## src/rtl/lev_pkg.sv

```systemverilog
package lev_pkg;
  typedef enum logic [2:0] {
    S_IDLE,
    S_REQ_CH,
    S_WAIT_CH,
    S_REQ_HI,
    S_WAIT_HI,
    S_REQ_LO,
    S_WAIT_LO
  } fetch_st_e;

  localparam logic [7:0] WORD_END_BYTE = 8'h00;
  localparam logic [7:0] LIST_END_BYTE = 8'h01;
endpackage

```

## src/rtl/lev_bv_core.sv

```systemverilog
module lev_bv_core #(
  parameter int VEC_W   = 16,
  parameter int SCORE_W = 8,
  localparam int LW     = $clog2(VEC_W)
) (
  input  logic               clk,
  input  logic               rst_n,
  input  logic               init,
  input  logic               step,
  input  logic [VEC_W-1:0]   eq,
  input  logic [LW-1:0]      len_m1,
  output logic [SCORE_W-1:0] score
);
  logic [VEC_W-1:0] vp, vn, x, d0, hp, hn, xh, vp_n, vn_n;

  // one column of the bit-parallel recurrence
  always_comb begin
    x    = eq | vn;
    d0   = (((x & vp) + vp) ^ vp) | x;
    hp   = vn | ~(d0 | vp);
    hn   = vp & d0;
    xh   = {hp[VEC_W-2:0], 1'b1};
    vn_n = xh & d0;
    vp_n = {hn[VEC_W-2:0], 1'b0} | ~(xh | d0);
  end

  always_ff @(posedge clk) begin
    if (!rst_n) begin
      vp    <= '1;
      vn    <= '0;
      score <= '0;
    end else if (init) begin
      vp    <= '1;
      vn    <= '0;
      score <= SCORE_W'(len_m1) + SCORE_W'(1);
    end else if (step) begin
      vp    <= vp_n;
      vn    <= vn_n;
      score <= score + SCORE_W'(hp[len_m1]) - SCORE_W'(hn[len_m1]);
    end
  end
endmodule

```

## src/rtl/lev_best_track.sv

```systemverilog
module lev_best_track #(
  parameter int IDX_W   = 16,
  parameter int SCORE_W = 8
) (
  input  logic               clk,
  input  logic               rst_n,
  input  logic               start,
  input  logic               word_end,
  input  logic [SCORE_W-1:0] score,
  output logic [IDX_W-1:0]   best_idx,
  output logic [SCORE_W-1:0] best_dist
);
  logic [IDX_W-1:0] cur_idx;

  always_ff @(posedge clk) begin
    if (!rst_n || start) begin
      cur_idx   <= '0;
      best_idx  <= '0;
      best_dist <= '1;
    end else if (word_end) begin
      cur_idx <= cur_idx + IDX_W'(1);
      if (score < best_dist) begin   // strict: earlier index keeps ties
        best_dist <= score;
        best_idx  <= cur_idx;
      end
    end
  end
endmodule

```

## src/rtl/lev_fetch_seq.sv

```systemverilog
module lev_fetch_seq
  import lev_pkg::*;
#(
  parameter int ADDR_W    = 23,
  parameter int VEC_W     = 16,
  parameter int VMAP_BASE = 'h200,
  parameter int DICT_BASE = 'h400
) (
  input  logic              clk,
  input  logic              rst_n,
  input  logic              start,
  output logic              req_valid,
  input  logic              req_ready,
  output logic [ADDR_W-1:0] req_addr,
  input  logic              rsp_valid,
  output logic              rsp_ready,
  input  logic [7:0]        rsp_data,
  output logic              char_step,
  output logic [VEC_W-1:0]  eq,
  output logic              word_end,
  output logic              done
);
  fetch_st_e         st;
  logic [ADDR_W-1:0] ptr;
  logic [7:0]        ch_q, hi_q;
  logic              got;

  assign got       = rsp_valid && rsp_ready;
  assign req_valid = (st == S_REQ_CH) || (st == S_REQ_HI) || (st == S_REQ_LO);
  assign rsp_ready = (st == S_WAIT_CH) || (st == S_WAIT_HI) || (st == S_WAIT_LO);
  assign eq        = VEC_W'({hi_q, rsp_data});
  assign char_step = got && (st == S_WAIT_LO);
  assign word_end  = got && (st == S_WAIT_CH) && (rsp_data == WORD_END_BYTE);
  assign done      = got && (st == S_WAIT_CH) && (rsp_data == LIST_END_BYTE);

  always_comb begin
    case (st)
      S_REQ_HI: req_addr = ADDR_W'(VMAP_BASE) + ADDR_W'({ch_q, 1'b0});
      S_REQ_LO: req_addr = ADDR_W'(VMAP_BASE) + ADDR_W'({ch_q, 1'b1});
      default:  req_addr = ADDR_W'(DICT_BASE) + ptr;
    endcase
  end

  always_ff @(posedge clk) begin
    if (!rst_n) begin
      st   <= S_IDLE;
      ptr  <= '0;
      ch_q <= '0;
      hi_q <= '0;
    end else begin
      case (st)
        S_IDLE: if (start) begin
          ptr <= '0;
          st  <= S_REQ_CH;
        end
        S_REQ_CH: if (req_ready) st <= S_WAIT_CH;
        S_WAIT_CH: if (got) begin
          if (rsp_data == LIST_END_BYTE) st <= S_IDLE;
          else begin
            ptr  <= ptr + ADDR_W'(1);
            ch_q <= rsp_data;
            st   <= (rsp_data == WORD_END_BYTE) ? S_REQ_CH : S_REQ_HI;
          end
        end
        S_REQ_HI: if (req_ready) st <= S_WAIT_HI;
        S_WAIT_HI: if (got) begin
          hi_q <= rsp_data;
          st   <= S_REQ_LO;
        end
        S_REQ_LO: if (req_ready) st <= S_WAIT_LO;
        S_WAIT_LO: if (got) st <= S_REQ_CH;
        default: st <= S_IDLE;
      endcase
    end
  end
endmodule

```

## src/rtl/lev_search_top.sv

```systemverilog
module lev_search_top #(
  parameter int ADDR_W    = 23,
  parameter int VEC_W     = 16,
  parameter int IDX_W     = 16,
  parameter int SCORE_W   = 8,
  parameter int VMAP_BASE = 'h200,
  parameter int DICT_BASE = 'h400
) (
  input  logic              clk,
  input  logic              rst_n,
  input  logic              reg_we,
  input  logic [2:0]        reg_addr,
  input  logic [7:0]        reg_wdata,
  output logic [7:0]        reg_rdata,
  output logic              mem_req_valid,
  input  logic              mem_req_ready,
  output logic [ADDR_W-1:0] mem_req_addr,
  input  logic              mem_rsp_valid,
  output logic              mem_rsp_ready,
  input  logic [7:0]        mem_rsp_data
);
  localparam int LW = $clog2(VEC_W);

  logic               run, start, done, char_step, word_end;
  logic [7:0]         len_q;
  logic [VEC_W-1:0]   eq;
  logic [SCORE_W-1:0] score, best_dist;
  logic [IDX_W-1:0]   best_idx;

  assign start = reg_we && (reg_addr == 3'd0) && reg_wdata[0] && !run;

  always_ff @(posedge clk) begin
    if (!rst_n) begin
      run   <= 1'b0;
      len_q <= '0;
    end else begin
      if (start)     run <= 1'b1;
      else if (done) run <= 1'b0;
      if (reg_we && reg_addr == 3'd2) len_q <= reg_wdata;
    end
  end

  always_comb begin
    case (reg_addr)
      3'd0:    reg_rdata = {7'd0, run};
      3'd2:    reg_rdata = len_q;
      3'd3:    reg_rdata = 8'(VEC_W - 1);
      3'd4:    reg_rdata = 8'(best_idx >> 8);
      3'd5:    reg_rdata = 8'(best_idx);
      3'd6:    reg_rdata = 8'(best_dist);
      default: reg_rdata = 8'h00;
    endcase
  end

  lev_fetch_seq #(
    .ADDR_W(ADDR_W), .VEC_W(VEC_W), .VMAP_BASE(VMAP_BASE), .DICT_BASE(DICT_BASE)
  ) u_seq (
    .clk(clk), .rst_n(rst_n), .start(start),
    .req_valid(mem_req_valid), .req_ready(mem_req_ready), .req_addr(mem_req_addr),
    .rsp_valid(mem_rsp_valid), .rsp_ready(mem_rsp_ready), .rsp_data(mem_rsp_data),
    .char_step(char_step), .eq(eq), .word_end(word_end), .done(done)
  );

  lev_bv_core #(.VEC_W(VEC_W), .SCORE_W(SCORE_W)) u_core (
    .clk(clk), .rst_n(rst_n), .init(start || word_end), .step(char_step),
    .eq(eq), .len_m1(len_q[LW-1:0]), .score(score)
  );

  lev_best_track #(.IDX_W(IDX_W), .SCORE_W(SCORE_W)) u_best (
    .clk(clk), .rst_n(rst_n), .start(start), .word_end(word_end),
    .score(score), .best_idx(best_idx), .best_dist(best_dist)
  );
endmodule

```

## config.mk

```make
export PLATFORM = sky130hd
export DESIGN_NAME = lev_search_top
export DESIGN_NICKNAME = d
export VERILOG_FILES = /design/src/rtl/lev_pkg.sv /design/src/rtl/lev_bv_core.sv /design/src/rtl/lev_best_track.sv /design/src/rtl/lev_fetch_seq.sv /design/src/rtl/lev_search_top.sv
export SDC_FILE = /design/constraint.sdc
export NUM_CORES = 1
export LEC_CHECK = 0
export CORE_MARGIN = 3
export CORE_UTILIZATION = 35
export CTS_BUF_LIST = sky130_fd_sc_hd__clkbuf_4 sky130_fd_sc_hd__clkbuf_8 sky130_fd_sc_hd__clkbuf_16
export CTS_CLUSTER_SIZE = 20
export DETAILED_ROUTE_END_ITERATION = 12
export HOLD_SLACK_MARGIN = 0.1
export REMOVE_ABC_BUFFERS = 1
export SLEW_MARGIN = 25
export SYNTH_ARGS = -nofsm -noshare
export SYNTH_HDL_FRONTEND = slang
export SYNTH_HIERARCHICAL = 1
export SYNTH_SLANG_ARGS = --single-unit
```

## constraint.sdc

```tcl
create_clock -name clk -period 6.8 [get_ports clk]
set_input_delay 1.36 -clock clk [delete_from_list [all_inputs] [get_ports clk]]
set_output_delay 1.36 -clock clk [all_outputs]
set_load 0.005 [all_outputs]
```

==> results of run 1 <==
-- metrics by stage --
stage,worst slack [ns],util (%)
after global placement,0.418,38.9
after floorplan,1.29,-
after global routing,0.366,41.6
after CTS,0.795,41.6
final,0.753,41.6
after detailed placement,0.392,38.9
-- layout make-up --
| type | instances | area share, % |
|---|---|---|
| timing repair buffer | 67 | 6.76 |
| sequential | 131 | 27.6 |
| tap | 313 | 4.12 |
| multi-input combinational | 780 | 53.3 |
| clock inverter | 14 | 2.10 |
| clock buffer | 18 | 4.55 |
| inverter | 40 | 1.58 |
-- kinds of logic (layout without fill, tap and decap cells) --
kind of cell             count (synthesis)  count (layout)
adder cells (fa/ha/maj)                 21              21
flip-flops                             131             131
AO/OA/AOI/OAI                          280             280
multiplexers                            47              47
buffers and inverters                  105             139
XOR/XNOR                                27              27
AND/OR/NAND/NOR                        405             405
-- layer usage --
layer	part of all wire [%]	vias up	track usage (%)
met5	0	-	0
met4	1.6	0	5.33
met3	5.2	28	3.59
li1	-	3790	-
met1	48	3684	24.9
met2	45	215	28.2
-- sequential cells by signal, summed over array words and instances (netlist names) --
name and cells:
u_seq/ptr 23, u_seq/ch_q 8, len_q 8, u_seq/hi_q 8
run 1, u_core/vn 16, u_best/best_dist 8, u_core/vp 16
u_best/best_idx 16, u_core/score 8, u_best/cur_idx 16, u_seq/st 3
-- report_power, final --
| group | switching, mW | internal [mW] |
|---|---|---|
| sequential | 0.00988 | 0.771 |
| combinational | 0.0827 | 0.0625 |
| clock | 0.373 | 0.623 |
-- final timing paths --
kind | from | end | slack (ns)
worst max register to register | u_core/vp[1] | u_core/score[7] | 1.74
worst max-delay path | mem_rsp_data[1] | u_core/score[7] | 0.75
worst min register to register | run | run | 0.47
worst min-delay path | run | run | 0.47
-- layout by cell type, fill, tap and decap left out, types with 20 or more instances in the layout --
cell	instances
nor2b_1	21
dfxtp_1	131
a21oi_1	69
nor3_1	21
o21ai_0	39
inv_1	39
ha_1	20
nand3_1	40
clkdlybuf4s50_1	56
mux2i_1	40
nand2_1	98
nor2_1	100
-- critical path: stages --
cell and delay (ns):
clkdlybuf4s50_1 0.59, nor3_1 0.22, ha_1 0.17, nor3_1 0.07
a211oi_1 0.65, a2bb2oi_1 0.46, a32o_1 0.26, o31ai_1 0.09
a32oi_1 0.25, o41a_1 0.19, ha_1 0.21, inv_1 0.06
ha_1 0.26, a21o_1 0.18, a21oi_1 0.21, o21ai_0 0.14
a2111o_1 0.44, a31o_2 0.20, a21oi_1 0.17, mux2i_1 0.19
==> results.sh, run 1 <==
export IMPL_post_cts_setup_buffers=0
export IMPL_end_kind="flip-flop"
export IMPL_wire_per_inst_microns=16.6
export IMPL_finalCriticalPeriod_ns=6.05
export IMPL_antenna_cells=0
export IMPL_hold_buffers=0
export IMPL_synth_yosys_seq_area_share_pct=32.0
export IMPL_chipHeight_microns=159
export IMPL_hpwlAfterDp_mm=15.9
export IMPL_finalPower_mw=1.92
export IMPL_p_leak_nw=3.53
export IMPL_drive_gt1_share_pct=7.52
export IMPL_ctsResizeCount=0
export IMPL_synth_area_leader_cell="dfxtp_1"
export IMPL_cap_violations=0
export IMPL_area_delta_synth_final_pct=16.1
export IMPL_cts_sinks=131
export IMPL_synthSimpleGateAreaFrac_pct=25.9
export IMPL_vias_per_cell=5.66
export IMPL_initial_core_util_pct=35.8
export IMPL_min_path_cells=2
export IMPL_hold_slack_ns=0.467
export IMPL_muxShareOfSynthArea_pct=5.85
export IMPL_n_fill_cell=2388
export IMPL_hp_class="reg2reg"
export IMPL_netlist_top_cells_area="dfxtp_1 (32%), mux2i_1 (4.9%), nor2_1 (4.6%)"
export IMPL_avgSynthCellArea_sq_um=8.06
export IMPL_drt_pass1_iter_count=5
export IMPL_synthAdderAreaFrac_pct=3.30
export IMPL_synthXorXnorAreaFrac_pct=2.89
export IMPL_grt_pass1_vias=7223
export IMPL_fin_crit_sh_pct=88.9
export IMPL_max_freq_mhz=165
export IMPL_cts_reportedPaths_clkPinSlew_ns=0.06
export IMPL_relSlewSlack_pct=38.1
export IMPL_numCtsBuffers=17
export IMPL_vdd_ir_drop_max_mv=0.142
export IMPL_synth_top_area_share_pct=32.0
export IMPL_routed_wl_mm=22.6
export IMPL_drtIter0Drc=528
export IMPL_yosys_warnings=6
export IMPL_dieArea_sq_mm=0.0253
export IMPL_grt_max_degree=41
export IMPL_netlist_top_cells_count="dfxtp_1 (131), nor2_1 (100), nand2_1 (98)"
export IMPL_async_flop_share_pct=0
export IMPL_grt_antenna_before_repair=0
export IMPL_num_vias=7717
export IMPL_synth_edff_count=0
export IMPL_setup_violations_final=0
export IMPL_synth_area_sq_mm=0.00819
export IMPL_grt_use_total_pct=17.9
export IMPL_skew_ns=0.0212
export IMPL_cts_tree="yes"
export IMPL_drc_errors=0
export IMPL_ios=57
export IMPL_worst_r2r_cell_count=20
export IMPL_setup_tns_ns=0
export IMPL_gp_congestion=0.911
export IMPL_crit_type="in2reg"
export IMPL_die_w_microns=159
export IMPL_yosysMostFrequentCell="dfxtp_1"
export IMPL_run_status="completed"
export IMPL_gr_total_overflow=0
export IMPL_hold_violations=0
export IMPL_synth_top_family_by_area="simple AND/OR/NAND/NOR gates"
export IMPL_worst_ep_arrival_time_ns=6.39
export IMPL_tightest_slew_ns=0.927
export IMPL_io_buffers=56
export IMPL_cp_required_ns=7.14
export IMPL_ant_nets=0
export IMPL_final_max_slew_viol_count=0
export IMPL_synth_cells=1016
export IMPL_rsz0062_at_grt="no"
export IMPL_design_area_sq_mm=0.00951
export IMPL_cp_start_kind="input port"
export IMPL_grt_pass1_wl_mm=38.0
export IMPL_nNetsFinal=1082
export IMPL_synthFlopType="dfxtp_1"
export IMPL_ys_types=93
export IMPL_placedCellCount=1331
export IMPL_clk_latency_ns=0.43
export IMPL_multiInputGateArea_sq_mm=0.00507
export IMPL_coreArea_sq_mm=0.0228
export IMPL_cts_buffer_depth=2
export IMPL_path_max_fanout=10
export IMPL_h_tree_depth=4
export IMPL_postPlaceCellArea_sq_mm=0.00888
export IMPL_regArea_sq_mm=0.00262
export IMPL_cts_root_buf="clkbuf_16"
export IMPL_fin_cells=1363
export IMPL_synth_compound_area_share_pct=23.9
export IMPL_ys_ff_latch=131
export IMPL_power_density_mw_per_mm2=202
export IMPL_row_count=55
Note: power is estimated with default switching activity, not from simulation.
==> inputs of run 2 (changes only) <==
- SYNTH_HIERARCHICAL: 1 -> default
==> results.sh, run 2 <==
export IMPL_netlist_top_cells_area="dfxtp_1 (34%), nor2_1 (6.4%), nand2_1 (5.9%)"
export IMPL_max_freq_mhz=163
export IMPL_synth_yosys_seq_area_share_pct=34.0
export IMPL_internal_power_mw=1.35
export IMPL_chipHeight_microns=154
export IMPL_final_cell_mix="nor2_1 (132), dfxtp_1 (131), nand2_1 (121), a21oi_1 (66), clkdlybuf4s50_1 (56)"
export IMPL_yosys_warnings=0
export IMPL_grt_antenna_before_repair=0
export IMPL_drt_pass1_iter_count=5
export IMPL_die_w_microns=154
export IMPL_ys_ff_latch=131
export IMPL_setup_violations_final=0
export IMPL_cts_reportedPaths_clkPinSlew_ns=0.06
export IMPL_row_count=53
export IMPL_grt_busiest_layer="met2"
export IMPL_p_leak_nw=3.47
export IMPL_slowest_delay_ns=0.69
export IMPL_setup_ws_ns=0.662
export IMPL_drc_errors=0
export IMPL_worstPathCellList="clkdlybuf4s50_1, or3_1, a2111oi_1, nor2_1, o32a_4, o211ai_4, and3_1, o311ai_1, o221ai_1, ha_1, inv_1, ha_1, a21o_1, a21oi_1, nor2b_1, o21a_1, o41a_1, xnor2_1, or3_1, a21oi_1"
export IMPL_cts_root_buf="clkbuf_16"
export IMPL_tightest_slew_ns=0.886
export IMPL_drtIter0Drc=526
export IMPL_clk_latency_ns=0.43
export IMPL_pre_cts_slack_ns=0.383
export IMPL_regMostFlops="u_seq.ptr"
export IMPL_wire_per_inst_microns=15.7
export IMPL_regArea_sq_mm=0.00262
export IMPL_dieArea_sq_mm=0.0238
export IMPL_ios=57
export IMPL_grt_pass1_vias=6744
export IMPL_end_kind="flip-flop"
export IMPL_numCtsBuffers=17
export IMPL_num_vias=7082
export IMPL_ant_nets=0
export IMPL_final_max_slew_viol_count=0
export IMPL_finalCriticalPeriod_ns=6.14
export IMPL_netlist_top_cells_count="nor2_1 (132), dfxtp_1 (131), nand2_1 (121)"
export IMPL_n_fill_cell=2157
export IMPL_multiInputGateArea_sq_mm=0.00473
export IMPL_ctsResizeCount=0
export IMPL_synth_edff_count=0
export IMPL_vias_per_cell=5.41
export IMPL_cp_required_ns=7.15
export IMPL_path_delay_family="compound AO/OA/AOI/OAI gates"
export IMPL_nNetsFinal=1066
export IMPL_grt_max_degree=42
export IMPL_setup_tns_ns=0
export IMPL_cap_violations=0
export IMPL_synth_area_sq_mm=0.00771
export IMPL_fin_crit_sh_pct=90.3
export IMPL_synth_area_leader_cell="dfxtp_1"
export IMPL_postPlaceCellArea_sq_mm=0.00846
export IMPL_use_met1_pct=23.6
export IMPL_synth_top_area_share_pct=34.0
export IMPL_vdd_ir_drop_max_mv=0.109
export IMPL_rsz0062_at_grt="no"
export IMPL_gr_total_overflow=0
export IMPL_gp_congestion=0.903
export IMPL_cp_start_kind="input port"
export IMPL_run_status="completed"
export IMPL_post_cts_setup_buffers=0
export IMPL_routed_wl_mm=20.6
export IMPL_relSlewSlack_pct=40.7
export IMPL_r2r_setup_slack_ns=1.83
export IMPL_async_flop_share_pct=0
export IMPL_area_delta_synth_final_pct=17.7
export IMPL_power_density_mw_per_mm2=202
export IMPL_drive_gt1_share_pct=5.51
export IMPL_crit_type="in2reg"
export IMPL_cts_tree="yes"
export IMPL_hpwlAfterDp_mm=14.7
export IMPL_comb_power_share_pct=6.9
export IMPL_initial_core_util_pct=36.1
export IMPL_netSwitchingPower_uw=480
export IMPL_cpMaxStageDelayCell="a2111oi_1"
export IMPL_ys_types=76
export IMPL_swShare_pct=26.2
export IMPL_avgSynthCellArea_sq_um=7.71
export IMPL_yosysMostFrequentCell="nor2_1"
export IMPL_path_max_fanout=6
export IMPL_hold_violations=0
export IMPL_hold_buffers=0
export IMPL_seqPwrFrac_pct=42.2
export IMPL_hp_class="reg2reg"
export IMPL_cts_buffer_depth=2
export IMPL_cts_sinks=131
export IMPL_power_frac_clock_pct=51.0
export IMPL_synth_cells=1000
export IMPL_grt_pass1_wl_mm=34.3
export IMPL_design_area_sq_mm=0.00907
export IMPL_grt_use_total_pct=17.4
export IMPL_io_buffers=56
export IMPL_synthFlopType="dfxtp_1"
export IMPL_coreArea_sq_mm=0.0214
export IMPL_largest_reg_flops=23
export IMPL_h_tree_depth=4
export IMPL_final_common_cell="nor2_1"
export IMPL_skew_ns=0.0136
export IMPL_crit_buf_inv=2
export IMPL_antenna_cells=0
export IMPL_met2_usage_pct=26.5
export IMPL_worst_ep_arrival_time_ns=6.48
export IMPL_met3_usage_pct=4.50
run 2: cell count changes in the layout (fill, tap and decap cells not counted), moves of 9 or more:
cell,change
o211ai_1,+14
o21ai_1,+10
nor2_1,+32
inv_1,-10
or4_1,-12
xor2_1,+10
a2bb2oi_1,-9
nand3_1,-19
o31ai_1,-14
nand2_1,+23
run 2: layer usage:
metal | vias up | part of all wire (%)
li1 | 3574 | -
met2 | 222 | 44
met4 | 0 | 2.5
met5 | - | 0
met3 | 34 | 6.0
met1 | 3252 | 47
run 2: power groups by stage:
stage	sequential (mW)	clock, mW	combinational (mW)
after floorplan	0.789	0	0.0697
final	0.772	0.933	0.125
after global placement	0.790	0	0.124
after global routing	0.772	0.988	0.139
after detailed placement	0.790	0	0.124
after CTS	0.772	0.955	0.125
run 2: worst paths after layout:
check | from | endpoint | cells past startpoint
max | mem_rsp_data[3] | u_core.score[7] | 20
min | u_core.vp[0] | u_core.vp[0] | 2
max reg2reg | u_core.vn[3] | u_core.score[7] | 19
min reg2reg | u_core.vp[0] | u_core.vp[0] | 2
run 2: layout make-up:
class | instances | share of cell area (%)
Clock inverter | 15 | 2.07
Sequential cell | 131 | 28.9
Tap cell | 275 | 3.79
Inverter | 30 | 1.24
Multi-Input combinational cell | 773 | 52.1
Clock buffer | 17 | 4.69
Timing Repair Buffer | 68 | 7.17
run 2: metrics by stage:
step	hold WS, ns	utilization (%)	total power, mW	instances
detailed placement	0.447	39.6	0.914	1277
global route	0.505	42.5	1.90	1309
CTS	0.458	42.5	1.85	1309
finish	0.458	42.5	1.83	1309
global placement	0.443	39.6	0.914	1277
floorplan	0.434	-	0.858	934
run 2: worst reg2reg max path: stages (launching register included):
cell       delay [ns]
dfxtp_1          0.38
or3_1            0.33
a2111oi_1        0.69
nor2_1           0.18
o32a_4           0.40
o211ai_4         0.25
and3_1           0.18
o311ai_1         0.10
o221ai_1         0.29
ha_1             0.25
inv_1            0.05
ha_1             0.26
a21o_1           0.18
a21oi_1          0.21
nor2b_1          0.07
o21a_1           0.18
o41a_1           0.33
xnor2_1          0.13
or3_1            0.30
a21oi_1          0.13
run 2: kinds of logic (layout without fill, tap and decap cells):
group,count (synthesis),count (layout),synth area share [%]
AND/OR/NAND/NOR,415,415,25.4
AO/OA/AOI/OAI,241,241,20.4
flip-flops,131,131,34.0
buffers and inverters,96,130,4.82
multiplexers,47,47,6.15
XOR/XNOR,44,44,5.00
adder cells (fa/ha/maj),26,26,4.16
